File: src/rtl/seq_trig_pkg.sv
package seq_trig_pkg;

  localparam int REG_W = 16;
  localparam int DIV_W = 3;
  localparam int PRE_W = 2;

  typedef enum logic [1:0] {
    MODE_HALT = 2'b00,
    MODE_DIV  = 2'b01,
    MODE_SW   = 2'b10,
    MODE_ANY  = 2'b11
  } trig_mode_e;

  // Field order follows the register bit positions, MSB first (bits 14..0)
  typedef struct packed {
    logic             fsel;
    trig_mode_e       mode;
    logic             sw_start;
    logic             repeat_en;
    logic [DIV_W-1:0] div_b;
    logic [DIV_W-1:0] div_a;
    logic [PRE_W-1:0] slow_pre;
    logic [PRE_W-1:0] fast_pre;
  } trig_cfg_t;

endpackage

File: src/rtl/seq_trig_regs.sv
module seq_trig_regs
  import seq_trig_pkg::*;
(
  input  logic             clk_i,
  input  logic             rst_ni,
  input  logic             wr_en_i,
  input  logic [REG_W-1:0] wr_data_i,
  input  logic             sw_clr_i,
  output trig_mode_e       mode_o,
  output logic             sw_start_o,
  output logic             repeat_o,
  output logic [DIV_W-1:0] div_a_o,
  output logic [DIV_W-1:0] div_b_o,
  output logic [PRE_W-1:0] slow_pre_o,
  output logic [PRE_W-1:0] fast_pre_o,
  output logic             div_chg_o,
  output logic [REG_W-1:0] rd_data_o
);

  trig_cfg_t cfg_q, cfg_d, wr_cfg;
  logic      unused_rsvd;

  assign wr_cfg      = trig_cfg_t'(wr_data_i[REG_W-2:0]);
  assign unused_rsvd = wr_data_i[REG_W-1];

  // next state: a write wins over the self-clear of the start bit
  always_comb begin
    cfg_d = cfg_q;
    if (sw_clr_i) begin
      cfg_d.sw_start = 1'b0;
    end
    if (wr_en_i) begin
      cfg_d = wr_cfg;
    end
  end

  always_ff @(posedge clk_i or negedge rst_ni) begin
    if (!rst_ni) begin
      cfg_q <= '0;
    end else begin
      cfg_q <= cfg_d;
    end
  end

  assign div_chg_o  = wr_en_i && ((wr_cfg.div_a != cfg_q.div_a) ||
                                  (wr_cfg.div_b != cfg_q.div_b));
  assign mode_o     = cfg_q.mode;
  assign sw_start_o = cfg_q.sw_start;
  assign repeat_o   = cfg_q.repeat_en;
  assign div_a_o    = cfg_q.div_a;
  assign div_b_o    = cfg_q.div_b;
  assign slow_pre_o = cfg_q.slow_pre;
  assign fast_pre_o = cfg_q.fast_pre;
  assign rd_data_o  = {1'b0, cfg_q};

endmodule

File: src/rtl/seq_trig_edge.sv
module seq_trig_edge #(
  parameter int STAGES = 2
) (
  input  logic clk_i,
  input  logic rst_ni,
  input  logic lvl_i,
  output logic rise_o
);

  logic [STAGES:0] sync_q, sync_d;

  assign sync_d = {sync_q[STAGES-1:0], lvl_i};

  always_ff @(posedge clk_i or negedge rst_ni) begin
    if (!rst_ni) begin
      sync_q <= '0;
    end else begin
      sync_q <= sync_d;
    end
  end

  assign rise_o = sync_q[STAGES-1] && !sync_q[STAGES];


  tick_gap_chk: assert property (@(posedge clk_i) disable iff (!rst_ni)
    rise_o |=> !rise_o);

endmodule

File: src/rtl/seq_trig_odd_stage.sv
module seq_trig_odd_stage #(
  parameter int W = 3
) (
  input  logic         clk_i,
  input  logic         rst_ni,
  input  logic         clr_i,
  input  logic         en_i,
  input  logic [W-1:0] n_i,
  output logic         wrap_o
);

  logic [W:0] cnt_q, cnt_d, limit;

  assign limit  = {n_i, 1'b0};
  assign wrap_o = en_i && !clr_i && (cnt_q == limit);

  always_comb begin
    cnt_d = cnt_q;
    if (clr_i) begin
      cnt_d = '0;
    end else if (en_i) begin
      cnt_d = (cnt_q == limit) ? '0 : cnt_q + 1'b1;
    end
  end

  always_ff @(posedge clk_i or negedge rst_ni) begin
    if (!rst_ni) begin
      cnt_q <= '0;
    end else begin
      cnt_q <= cnt_d;
    end
  end


  cnt_range_chk: assert property (@(posedge clk_i) disable iff (!rst_ni)
    cnt_q <= limit);

endmodule

File: src/rtl/seq_trig_prescale.sv
module seq_trig_prescale #(
  parameter int SEL_W = 2
) (
  input  logic             clk_i,
  input  logic             rst_ni,
  input  logic             en_i,
  input  logic [SEL_W-1:0] sel_i,
  output logic             tick_o
);

  localparam int CNT_W = (1 << SEL_W) - 1;

  logic [CNT_W-1:0] cnt_q, cnt_d, mask;

  assign mask   = CNT_W'((1 << sel_i) - 1);
  assign tick_o = en_i && ((cnt_q & mask) == '0);
  assign cnt_d  = en_i ? cnt_q + 1'b1 : cnt_q;

  always_ff @(posedge clk_i or negedge rst_ni) begin
    if (!rst_ni) begin
      cnt_q <= '0;
    end else begin
      cnt_q <= cnt_d;
    end
  end


  pre_spacing_chk: assert property (@(posedge clk_i) disable iff (!rst_ni)
    (tick_o && sel_i != '0) |=> (!tick_o || sel_i == '0));

endmodule

File: src/rtl/seq_trigger_gen.sv
module seq_trigger_gen
  import seq_trig_pkg::*;
#(
  parameter int SYNC_STAGES = 2
) (
  input  logic             clk_i,
  input  logic             rst_ni,
  input  logic             slow_clk_i,
  input  logic             wr_en_i,
  input  logic [REG_W-1:0] wr_data_i,
  output logic [REG_W-1:0] rd_data_o,
  input  logic             seq_busy_i,
  output logic             start_o,
  output logic             seq_clk_en_o,
  output logic             slow_clk_en_o
);

  localparam int NUM_STAGES = 2;

  logic [1:0]       rst_sync_q;
  logic             rst_n;
  trig_mode_e       mode;
  logic             sw_start, repeat_en, div_chg;
  logic [DIV_W-1:0] div_a, div_b;
  logic [PRE_W-1:0] slow_pre, fast_pre;
  logic             slow_tick;
  logic             div_run, sw_run, div_clr;
  logic [NUM_STAGES-1:0] stg_en, stg_wrap;
  logic [DIV_W-1:0] stg_n [NUM_STAGES];
  logic             tog_q, tog_d, div_trig_q, div_trig_d;
  logic             busy_q, sw_trig, rep_fire;
  logic             start_q, start_d;

  // reset: asserted at once, released on a clock edge
  always_ff @(posedge clk_i or negedge rst_ni) begin
    if (!rst_ni) begin
      rst_sync_q <= '0;
    end else begin
      rst_sync_q <= {rst_sync_q[0], 1'b1};
    end
  end
  assign rst_n = rst_sync_q[1];

  seq_trig_regs u_regs (
    .clk_i      (clk_i),
    .rst_ni     (rst_n),
    .wr_en_i    (wr_en_i),
    .wr_data_i  (wr_data_i),
    .sw_clr_i   (start_d),
    .mode_o     (mode),
    .sw_start_o (sw_start),
    .repeat_o   (repeat_en),
    .div_a_o    (div_a),
    .div_b_o    (div_b),
    .slow_pre_o (slow_pre),
    .fast_pre_o (fast_pre),
    .div_chg_o  (div_chg),
    .rd_data_o  (rd_data_o)
  );

  seq_trig_edge #(.STAGES(SYNC_STAGES)) u_slow_edge (
    .clk_i  (clk_i),
    .rst_ni (rst_n),
    .lvl_i  (slow_clk_i),
    .rise_o (slow_tick)
  );

  assign div_run = (mode == MODE_DIV) || (mode == MODE_ANY);
  assign sw_run  = (mode == MODE_SW)  || (mode == MODE_ANY);
  assign div_clr = !div_run || div_chg;

  // cascaded odd-ratio stages: A first, then B
  assign stg_n[0] = div_a;
  assign stg_n[1] = div_b;

  for (genvar g = 0; g < NUM_STAGES; g++) begin : g_stage
    if (g == 0) begin : g_head
      assign stg_en[g] = slow_tick;
    end else begin : g_tail
      assign stg_en[g] = stg_wrap[g-1];
    end
    seq_trig_odd_stage #(.W(DIV_W)) u_odd (
      .clk_i  (clk_i),
      .rst_ni (rst_n),
      .clr_i  (div_clr),
      .en_i   (stg_en[g]),
      .n_i    (stg_n[g]),
      .wrap_o (stg_wrap[g])
    );
  end

  // final divide-by-two; trigger on its rising edge
  always_comb begin
    tog_d      = div_clr ? 1'b0 : (tog_q ^ stg_wrap[NUM_STAGES-1]);
    div_trig_d = stg_wrap[NUM_STAGES-1] && !tog_q;
  end

  // source mux, busy gating and repeat restart
  always_comb begin
    sw_trig  = sw_run && sw_start && slow_tick;
    rep_fire = repeat_en && busy_q && !seq_busy_i;
    start_d  = (mode != MODE_HALT) && !seq_busy_i &&
               ((div_run && div_trig_q) || sw_trig || rep_fire);
  end

  always_ff @(posedge clk_i or negedge rst_n) begin
    if (!rst_n) begin
      tog_q      <= 1'b0;
      div_trig_q <= 1'b0;
      busy_q     <= 1'b0;
      start_q    <= 1'b0;
    end else begin
      tog_q      <= tog_d;
      div_trig_q <= div_trig_d;
      busy_q     <= seq_busy_i;
      start_q    <= start_d;
    end
  end

  assign start_o = start_q;

  seq_trig_prescale #(.SEL_W(PRE_W)) u_fast_pre (
    .clk_i  (clk_i),
    .rst_ni (rst_n),
    .en_i   (1'b1),
    .sel_i  (fast_pre),
    .tick_o (seq_clk_en_o)
  );

  seq_trig_prescale #(.SEL_W(PRE_W)) u_slow_pre (
    .clk_i  (clk_i),
    .rst_ni (rst_n),
    .en_i   (slow_tick),
    .sel_i  (slow_pre),
    .tick_o (slow_clk_en_o)
  );


  halt_quiet_chk: assert property (@(posedge clk_i) disable iff (!rst_n)
    $past(mode == MODE_HALT) |-> !start_q);


  busy_block_chk: assert property (@(posedge clk_i) disable iff (!rst_n)
    start_q |-> $past(!seq_busy_i));


  sw_autoclr_chk: assert property (@(posedge clk_i) disable iff (!rst_n)
    (start_q && !$past(wr_en_i)) |-> !sw_start);


  repeat_restart_chk: assert property (@(posedge clk_i) disable iff (!rst_n)
    $past(repeat_en && mode != MODE_HALT && busy_q && !seq_busy_i) |-> start_q);


  div_single_chk: assert property (@(posedge clk_i) disable iff (!rst_n)
    div_trig_q |=> !div_trig_q);

endmodule

File: config.mk
export PLATFORM = sky130hd
export DESIGN_NAME = seq_trigger_gen
export DESIGN_NICKNAME = d
export VERILOG_FILES = /design/src/rtl/seq_trig_pkg.sv /design/src/rtl/seq_trig_regs.sv /design/src/rtl/seq_trig_edge.sv /design/src/rtl/seq_trig_odd_stage.sv /design/src/rtl/seq_trig_prescale.sv /design/src/rtl/seq_trigger_gen.sv
export SDC_FILE = /design/constraint.sdc
export NUM_CORES = 1
export LEC_CHECK = 0
export ABC_AREA = 1
export BUFFER_PORTS_ARGS = -buffer_cell sky130_fd_sc_hd__buf_2
export CORE_UTILIZATION = 53
export CTS_CLUSTER_DIAMETER = 100
export DETAILED_ROUTE_END_ITERATION = 12
export PLACE_DENSITY_LB_ADDON = 0.2
export SYNTH_ARGS = -nofsm -noshare
export SYNTH_HDL_FRONTEND = slang
export SYNTH_SLANG_ARGS = --single-unit
export TNS_END_PERCENT = 5
File: constraint.sdc
create_clock -name clk_i -period 1.9 [get_ports clk_i]
set_clock_uncertainty 0.2 [all_clocks]
set_input_delay 0.38 -clock clk_i [delete_from_list [all_inputs] [get_ports clk_i]]
set_output_delay 0.38 -clock clk_i [all_outputs]
set_load 0.01 [all_outputs]
==> results.md, run 1 <==
* Layout cell share with drive strength beyond 1 at 0.236
* Clock Path Buffers at 2
* Post-synth top flop: dfrtp_1
* Avg Synthesized Cell Area at 8.37 µm²
* Comb pwr share at 0.207
* Initial antenna violation count at 0
* Post-Synth XOR/XNOR Area at 0.0330
* CTS tree: done
* Critical path required time at 1.32 ns
* # DRC at 0
* Critical path capture point type: output pin
* Tcrit/Tclk final at 0.967
* Top post-synthesis cells by area: dfrtp_1 (51%), nand2_1 (12%), inv_1 (6.7%), o21ai_0 (4.6%), nor2_1 (3.6%)
* # clock sinks at 38
* Reg clk slew, reported paths at 0.11 ns
* Tmin final at 1.84 ns
* Max-cap violations at 0
* Finish-stage setup viols at 0
* Critical Path AT at 1.26 ns
* DR iter-0 viols at 44
* Core ar. at 3340 µm²
* Commonest cells in the synthesized netlist: nand2_1 (58), dfrtp_1 (38), inv_1 (33)
* Total die area at 3750 µm²
* Post-synthesis compound-gate area fraction at 0.0983
* TritonCTS Buffers at 5
* Syn Nets at 248
* Internal power at 1210 µW
* Final WL at 3530 µm
* Pwr dens at 779 nW/µm²
* Lkg Pwr at 0.00121 µW
* FMAX at 544 MHz
* Flop pwr share at 0.532
* Warnings, synthesis at 0
* H-tree depth at 2
* Routed len/inst at 11.1 µm
* Vias in the first global route at 1360
* GRT Util Overall at 0.210
* Die Y at 61.2 µm
* I/O Buffers at 37
* Via count at 1548
* WS Path Type: reg -> out
* Startpoint Class: flip-flop
* Total grt overflow at 0
* Post-synthesis sequential area ratio at 0.512
* Clock Power Share at 0.260
* Yosys reg bits at 38
* Drt first pass iters at 5
* Vias per cell at 4.88
* Placed insts at 304
* Highest net fanout along the worst path at 3
* Synth Area in Adders at 0.0337
* Placer Congestion at 0.785
* Mux contribution to synthesized area at 0.0121
* Largest family of logic cells by synthesized area: simple AND/OR/NAND/NOR gates
* Starting Density at 0.557
* Total standard cell area after synthesis at 1860 µm²
* Max Transition Viols Final at 0
* Min-delay worst type: in -> reg
* Area Growth Syn to Fin at 19.3%
* Sw Share at 0.299
* Number of flops mapped to enable cells by yosys at 0
* Post-route ant nets at 0
* Final hold vios at 0
* Status: finished, final reports clean
* Final non-filler cell total at 317
* Psw at 517 µW
* Ant diodes at 0
* Nets at 296
* Async SR Flop Fraction at 1.00
* Maximum VDD drop at 0.000630 V
* Share of Yosys cell area claimed by the top area cell type at 0.512
* Synth Instances at 222
* Final TNS setup at 0 ns
* CTS root buf: clkbuf_4
* Worst skew pair latency at 0.34 ns
* I/O pins at 40
* Fill cell count at 297
* Simple-gate share of the synthesized area at 0.207
* Rows at 21
* Width of the die at 61.2 µm
* HPWL Detailed at 2420 µm
* Most frequent cell after synthesis: nand2_1
* Netlist cell types at 27
* Largest net degree at the start of global routing at 37
* First-pass GRT wire length at 5680 µm
* Post-synth top area cell: dfrtp_1
==> power groups by stage <==
stage          sequential [µW]  clock (µW)  combinational (µW)
6_report                   919         449                 358
5_1_grt                    931         497                 411
4_1_cts                    921         458                 321
3_5_place_dp               937           0                 314
3_3_place_gp               936           0                 308
2_1_floorplan              955           0                 188
==> final cells by class <==
class | instances | area [µm²] | share of cell area
tap | 46 | 57.6 | 0.0260
multi-input combinational | 140 | 726 | 0.327
timing repair buffer | 49 | 283 | 0.128
clock inverter | 2 | 12.5 | 0.00565
clock buffer | 6 | 51.3 | 0.0232
sequential | 38 | 951 | 0.429
inverter | 36 | 135 | 0.0610
==> stage by stage <==
stage	power, µW	hold slack (ns)	utilization	instance area, µm²	setup slack, ns
6_report	1730	0.0444	0.664	2220	0.0634
5_1_grt	1840	0.0339	0.664	2220	-0.0293
4_1_cts	1700	0.0308	0.658	2200	0.0711
3_5_place_dp	1250	-0.0307	0.630	2100	0.174
3_3_place_gp	1240	-0.0347	0.630	2100	0.208
2_1_floorplan	1140	-0.116	-	1860	0.136
==> critical path, cell delays in order, from the launching register on <==
cell,delay (ns)
dfrtp_1,0.40
inv_1,0.09
o21ai_0,0.12
a21oi_2,0.16
buf_2,0.15
==> cells by family (layout without fill, tap and decap cells) <==
family	after synthesis	count (layout)
buf+inv	44	93
mux	2	2
fa+ha+maj	5	5
flops	38	38
compound gates	31	31
xor+xnor	7	7
other cells	2	2
simple gates	93	93
==> path summary, 6_finish.rpt <==
kind	startpoint	endpoint	slack (ns)	cells after the start
min reg2reg	rst_sync_q[1]	u_fast_pre.cnt_q[1]	0.08	1
min	wr_data_i[13]	u_regs.mode_o[1]	0.04	3
max in group asynchronous	rst_sync_q[1]	u_regs.sw_start_o	1.09	1
max reg2reg	u_regs.div_b_o[2]	g_stage[0].u_odd.cnt_q[2]	0.20	8
min in group asynchronous	rst_sync_q[1]	u_fast_pre.cnt_q[1]	0.08	1
max	u_slow_pre.cnt_q[0]	slow_clk_en_o	0.06	4
==> repair_timing <==
| action | 4_1_cts | 5_1_grt |
|---|---|---|
| hold buffers | 3 | 0 |
| gates resized for setup | 0 | 2 |
| hold endpoints to repair | 4 | 0 |
| setup buffers | 0 | 2 |
| endpoints found under the setup margin | 0 | 1 |
==> cells in the final DEF, fill, tap and decap left out, drive strengths merged <==
cell type    count
nand2           59
buf             46
dfrtp           38
inv             36
o21ai           21
nor2            19
nand3            9
clkbuf           6
xor2             5
ha               5
o211ai           4
nand4            4
a21oi            4
dlygate4sd3      3
xnor2            2
mux2             2
conb             2
o21bai           1
nor3             1
a211o            1
nand3b           1
clkinvlp         1
clkinv           1
==> per-layer routing <==
metal	track usage	share of wire	vias to the layer above	wire [µm]
li1	-	-	785	-
met1	0.275	0.48	702	1690
met2	0.340	0.45	54	1590
met3	0.0441	0.055	7	194
met4	0.0909	0.015	0	53
met5	0	0	-	0
==> registers in the layout, indices dropped and copies added (netlist names), 2 cells and up <==
| signal | flops |
|---|---|
| u_regs.div_b_o | 3 |
| u_regs.div_a_o | 3 |
| u_regs.mode_o | 2 |
| g_stage.u_odd.cnt_q | 8 |
| u_fast_pre.cnt_q | 3 |
| u_regs.slow_pre_o | 2 |
| rst_sync_q | 2 |
| u_regs.fast_pre_o | 2 |
| u_slow_pre.cnt_q | 3 |
| u_slow_edge.sync_q | 3 |
No activity file was read; power rests on OpenSTA's default activity.
==> run 2: changes to the inputs <==
- CORE_MARGIN: not set -> 8
==> run 2 against run 1 <==
Combinational power rose by 2%. Via count increased by 0.26%. Total power increased by 16%. Largest power group unchanged. Cell count is 0.63% higher. Final area is 3.0% higher. Die area increased by 51%. Register-to-register slack got worse by 0.04 ns. Global-route usage down 5.2 points. Non-clock buffer count rose by 2. Worst setup slack gained 0.014 ns. Hold slack got worse by 0.014 ns.
==> results.md, run 2 (synthesis results as in run 1) <==
* Reg clk slew, reported paths at 0.11 ns (about the same)
* Max-cap violations at 0 (unchanged)
* Final non-filler cell total at 319 (+0.63%)
* Post-route cell area at 2280 µm² (+3.0%)
* Pwr dens at 877 nW/µm² (+13%)
* First-pass GRT wire length at 6790 µm (+20%)
* Met1 WL at 1730 µm (+2.0%)
* Min-delay worst type: in -> reg
* GRT Util Overall at 0.158 (-0.0520)
* Max FFs per register at 8 (unchanged)
* Post-DP Area at 2110 µm² (+0.36%)
* Worst path buffer plus inverter count at 1 (-1)
* Final hold vios at 0 (unchanged)
* HPWL Detailed at 2870 µm (+18%)
* Nets at 298 (+0.68%)
* Critical path capture point type: output pin
* H-tree depth at 2 (unchanged)
* DR iter-0 viols at 98 (+120%)
* Commonest non-fill, non-tap cell in the layout: nand2_1
* CP delay by family, top: flip-flops
* Maximum VDD drop at 0.000711 V (+13%)
* Critical path cell sequence: nor2_1 -> o21ai_1 -> a21oi_1 -> buf_2
* Total die area at 5660 µm² (+51%)
* Vias in the first global route at 1538 (+13%)
* Placer Congestion at 0.845 (+7.7%)
* Final core occ at 0.679 (+0.0145)
* # clock sinks at 38 (unchanged)
* Post-route ant nets at 0 (unchanged)
* TritonCTS Buffers at 5 (unchanged)
* Finish-stage setup viols at 0 (unchanged)
* Width of the die at 75.2 µm (+23%)
* Most frequent cells in the layout: nand2_1 (58), dfrtp_1 (38), buf_2 (37)
* Startpoint Class: flip-flop
* Largest net degree at the start of global routing at 29 (-22%)
* Tcrit/Tclk final at 0.959 (-0.00726)
* Placed insts at 305 (+0.33%)
* Tmin final at 1.82 ns (-0.0138 ns)
* # DRC at 0 (unchanged)
* Die Y at 75.2 µm (+23%)
* Largest Register: g_stage.u_odd.cnt_q
* Worst skew pair latency at 0.35 ns (about the same)
* Via count at 1552 (+0.26%)
* I/O pins at 40 (unchanged)
* Final WL at 3890 µm (+10%)
* Lkg Pwr at 0.00124 µW (+2.8%)
* Ant diodes at 0 (unchanged)
* RSZ-0062 raised after global routing: yes
* Drt first pass iters at 4 (-1)
* I/O Buffers at 37 (unchanged)
* CTS root buf: clkbuf_4
* Status: finished, final reports clean
* Area Growth Syn to Fin at 22.8%
* Core ar. at 3360 µm² (+0.79%)
* Critical Path AT at 1.24 ns (-0.02 ns)
* Initial antenna violation count at 0 (unchanged)
* WS Path Type: reg -> out
* Routed len/inst at 12.2 µm (+9.3%)
* Rows at 21 (unchanged)
* CTS tree: done
* Max Transition Viols Final at 0 (unchanged)
* Total grt overflow at 0 (unchanged)
* Starting Density at 0.552 (-0.00435)
* Vias per cell at 4.87 (-0.37%)
* DR WL met3 at 211 µm (+8.8%)
* Highest net fanout along the worst path at 2 (-1)
* FMAX at 549 MHz (+0.76%)
* Layout cell share with drive strength beyond 1 at 0.238 (+0.00193)
* Critical path required time at 1.32 ns (about the same)
* Clock Path Buffers at 2 (unchanged)
* Routed length on met2 at 1860 µm (+17%)
* Slowest-stage cell, CP: dfrtp_1
* DR top layer: met4
* Hold Slack at 0.0301 ns (-0.0143 ns)
* CP peak stage delay at 0.40 ns (about the same)
## run 2: per-stage QoR
stage	TNS [ns]	worst slack, ns	power (µW)
floorplan	0	0.136	1140
global placement	0	0.122	1250
detailed placement	0	0.0846	1260
CTS	0	0.0719	1980
global route	-0.0817	-0.0530	2110
finish	0	0.0772	2000
## run 2: final cells by class
class / count / area (µm²)
fillers: 302 / 1080
flip-flops and latches: 38 / 951
multi-input cells: 140 / 727
repair buffers: 51 / 300
inverters: 36 / 135
clock inverters: 2 / 60.1
well taps: 46 / 57.6
clock buffers: 6 / 51.3
## run 2: report_power, final
group          internal (µW)  switching [µW]
Sequential               878            40.6
Clock                    446             271
Combinational            156             210
Total                   1480             521
## run 2: path summary, 6_finish.rpt
kind                                      from                        end  slack, ns  depth (start not counted)
max                        u_slow_pre.cnt_q[1]              slow_clk_en_o       0.08                          4
min                               wr_data_i[3]       u_regs.slow_pre_o[1]       0.03                          3
max reg2reg                  u_regs.div_a_o[1]  g_stage[0].u_odd.cnt_q[0]       0.16                          9
min reg2reg                      rst_sync_q[1]  g_stage[1].u_odd.cnt_q[0]       0.04                          1
max in group asynchronous        rst_sync_q[1]        u_slow_pre.cnt_q[1]       0.65                          1
min in group asynchronous        rst_sync_q[1]  g_stage[1].u_odd.cnt_q[0]       0.04                          1
## run 2: what timing repair did
action                                  CTS  global route
endpoints found under the setup margin    0             3
hold buffers                              4             0
buffers inserted                          0             2
hold endpoints to repair                 13             0
resized for setup                         0             2
## run 2: worst register-to-register path, stage by stage, from the launching register on
cell and delay (ns):
dfrtp_1 0.44, inv_2 0.05, nand2_1 0.05, nand2_1 0.05, nor2_1 0.11, nand2_1 0.10, o21bai_4 0.18, buf_4 0.20
nand2_1 0.12, o21ai_1 0.17
## run 2: per-layer routing
layer,track usage,vias up
li1,-,785
met1,0.184,720
met2,0.261,37
met3,0.0453,10
met4,0.0768,0
met5,0,-
==> run 3: changes to the inputs <==
- clock period: 1.9 -> 2.1 ns (I/O delays scaled with it)
==> run 3 against run 2 <==
Hold slack improved by 0.043 ns. Cell count decreased by 2.2%. Sequential power decreased by 9.4%. Sequential cell count unchanged. First-iteration DRC count decreased by 17%. Clock power decreased by 27%. Via count decreased by 3.0%. Total power decreased by 18%. Critical path type unchanged.
==> results.md, run 3 (synthesis results as in run 1) <==
* Clock Path Buffers at 2 (unchanged)
* Critical path required time at 1.48 ns (+0.16 ns)
* Worst skew pair latency at 0.35 ns (about the same)
* Internal power at 1180 µW (-20%)
* Routed len/inst at 12.6 µm (+3.4%)
* Critical path capture point type: output pin
* Final WL at 3930 µm (+1.1%)
* Pre-CTS setup slack at 0.225 ns (+0.141 ns)
* Maximum VDD drop at 0.000510 V (-28%)
* Final TNS setup at 0 ns (unchanged)
* Psw at 458 µW (-12%)
* Sw Share at 0.279 (+0.0186)
* I/O Buffers at 37 (unchanged)
* HPWL Detailed at 2840 µm (-1.1%)
* Starting Density at 0.552 (unchanged)
* # DRC at 0 (unchanged)
* Highest net fanout along the worst path at 10 (+8)
* CTS root buf: clkbuf_4
* CTS tree: done
* Width of the die at 75.2 µm (unchanged)
* Critical Path AT at 1.26 ns (+0.02 ns)
* Max Transition Viols Final at 0 (unchanged)
* Post-route cell area at 2200 µm² (-3.6%)
* Die Y at 75.2 µm (unchanged)
* Nets at 292 (-2.0%)
* First-pass GRT wire length at 6760 µm (-0.50%)
* Total grt overflow at 0 (unchanged)
* Finish-stage setup viols at 0 (unchanged)
* Area Growth Syn to Fin at 18.4%
* WS Path Type: reg -> out
* Clock Power Share at 0.319 (-0.039)
* Tmin final at 1.88 ns
* Commonest non-fill, non-tap cell in the layout: nand2_1
* Fin worst setup slack at 0.224 ns (+0.147 ns)
* Lkg Pwr at 0.00120 µW (-3.5%)
* GRT Util Overall at 0.158 (-0.000656)
* R2R setup slack at 0.27 ns (+0.11 ns)
* Startpoint Class: flip-flop
* Max-cap violations at 0 (unchanged)
* RSZ-0062 raised after global routing: no
* Post-DP Area at 2090 µm² (-1.1%)
* Post-route ant nets at 0 (unchanged)
* Pwr dens at 746 nW/µm² (-15%)
* Ant diodes at 0 (unchanged)
* Vias per cell at 4.83 (-0.79%)
* Tcrit/Tclk final at 0.893
* Flop pwr share at 0.507 (+0.048)
* Drt first pass iters at 4 (unchanged)
* Min-delay worst type: reg -> async
* Placer Congestion at 0.847 (+0.19%)
* Largest Register: g_stage.u_odd.cnt_q
* H-tree depth at 2 (unchanged)
* Most frequent cells in the layout: nand2_1 (58), dfrtp_1 (38), buf_2 (37)
* I/O pins at 40 (unchanged)
* FMAX at 533 MHz
* Largest net degree at the start of global routing at 37 (+28%)
* Reg clk slew, reported paths at 0.12 ns (about the same)
* Hold Slack at 0.0728 ns (+0.0427 ns)
* Total chip power at 1640 µW (-18%)
* Status: finished, final reports clean
* TritonCTS Buffers at 5 (unchanged)
* Initial antenna violation count at 0 (unchanged)
* Rows at 21 (unchanged)
* DR iter-0 viols at 81 (-17%)
* Via count at 1506 (-3.0%)
* Max FFs per register at 8 (unchanged)
* Final hold vios at 0 (unchanged)
* Fill cell count at 312 (+3.3%)
* Total die area at 5660 µm² (unchanged)
* Comb pwr share at 0.173 (-0.010)
* Layout cell share with drive strength beyond 1 at 0.218 (-0.0201)
* Vias in the first global route at 1550 (+0.78%)
* # clock sinks at 38 (unchanged)
* Core ar. at 3360 µm² (unchanged)
run 3: cell types whose count changed in the layout (fill, tap and decap cells not counted):
cell / previous run / this run
nand3_1: 7 / 8
nand3_2: 2 / 1
buf_4: 10 / 5
dlygate4sd3_1: 4 / 3
o21ai_0: 16 / 17
bufinv_16: 2 / 1
o21ai_1: 5 / 4
run 3: layout make-up:
class | count | area [µm²] | share of cell area
multi-input combinational | 140 | 722 | 0.328
inverter | 36 | 135 | 0.0614
tap | 46 | 57.6 | 0.0262
timing repair buffer | 45 | 253 | 0.115
clock inverter | 1 | 30.0 | 0.0137
clock buffer | 6 | 51.3 | 0.0233
sequential | 38 | 951 | 0.432
run 3: what timing repair did:
item                      4_1_cts  5_1_grt
gates resized for setup         0        0
hold endpoints to repair        4        0
hold buffers                    3        0
buffers inserted                0        0
run 3: power by group through the flow:
stage / logic (µW) / registers, µW / clock network (µW)
6_report: 284 / 832 / 524
5_1_grt: 329 / 842 / 561
4_1_cts: 288 / 833 / 539
3_5_place_dp: 282 / 847 / 0
3_3_place_gp: 276 / 846 / 0
2_1_floorplan: 170 / 864 / 0
run 3: path summary, 6_finish.rpt:
path,end,cells after the start,startpoint
worst max-delay path,slow_clk_en_o,4,u_slow_edge.sync_q[2]
worst max register to register,tog_q,9,g_stage[0].u_odd.cnt_q[2]
worst min-delay path,g_stage[1].u_odd.cnt_q[1],1,rst_sync_q[1]
max in group asynchronous,u_regs.rd_data_o[14],1,rst_sync_q[1]
min in group clk_i,u_regs.sw_start_o,3,wr_data_i[11]
worst min register to register,g_stage[1].u_odd.cnt_q[1],1,rst_sync_q[1]
run 3: critical path, cell delays in order, from the launching register on:
cell and delay (ns):
dfrtp_1 0.38, inv_1 0.06, nand2_2 0.15, a21oi_1 0.17, buf_2 0.15
run 3: routing by layer:
layer  up-vias  part of all wire  track usage
met5         -                 0            0
met4         0             0.012       0.0576
met3         6             0.078       0.0573
met2        41              0.48        0.263
met1       687              0.43        0.181
li1        772                 -            -
run 3: per-stage QoR:
step                      utilization  std cells
after global routing            0.654        312
after global placement          0.621        302
after detailed placement        0.621        302
after CTS                       0.654        312
final                           0.654        312
after floorplan                     -        222
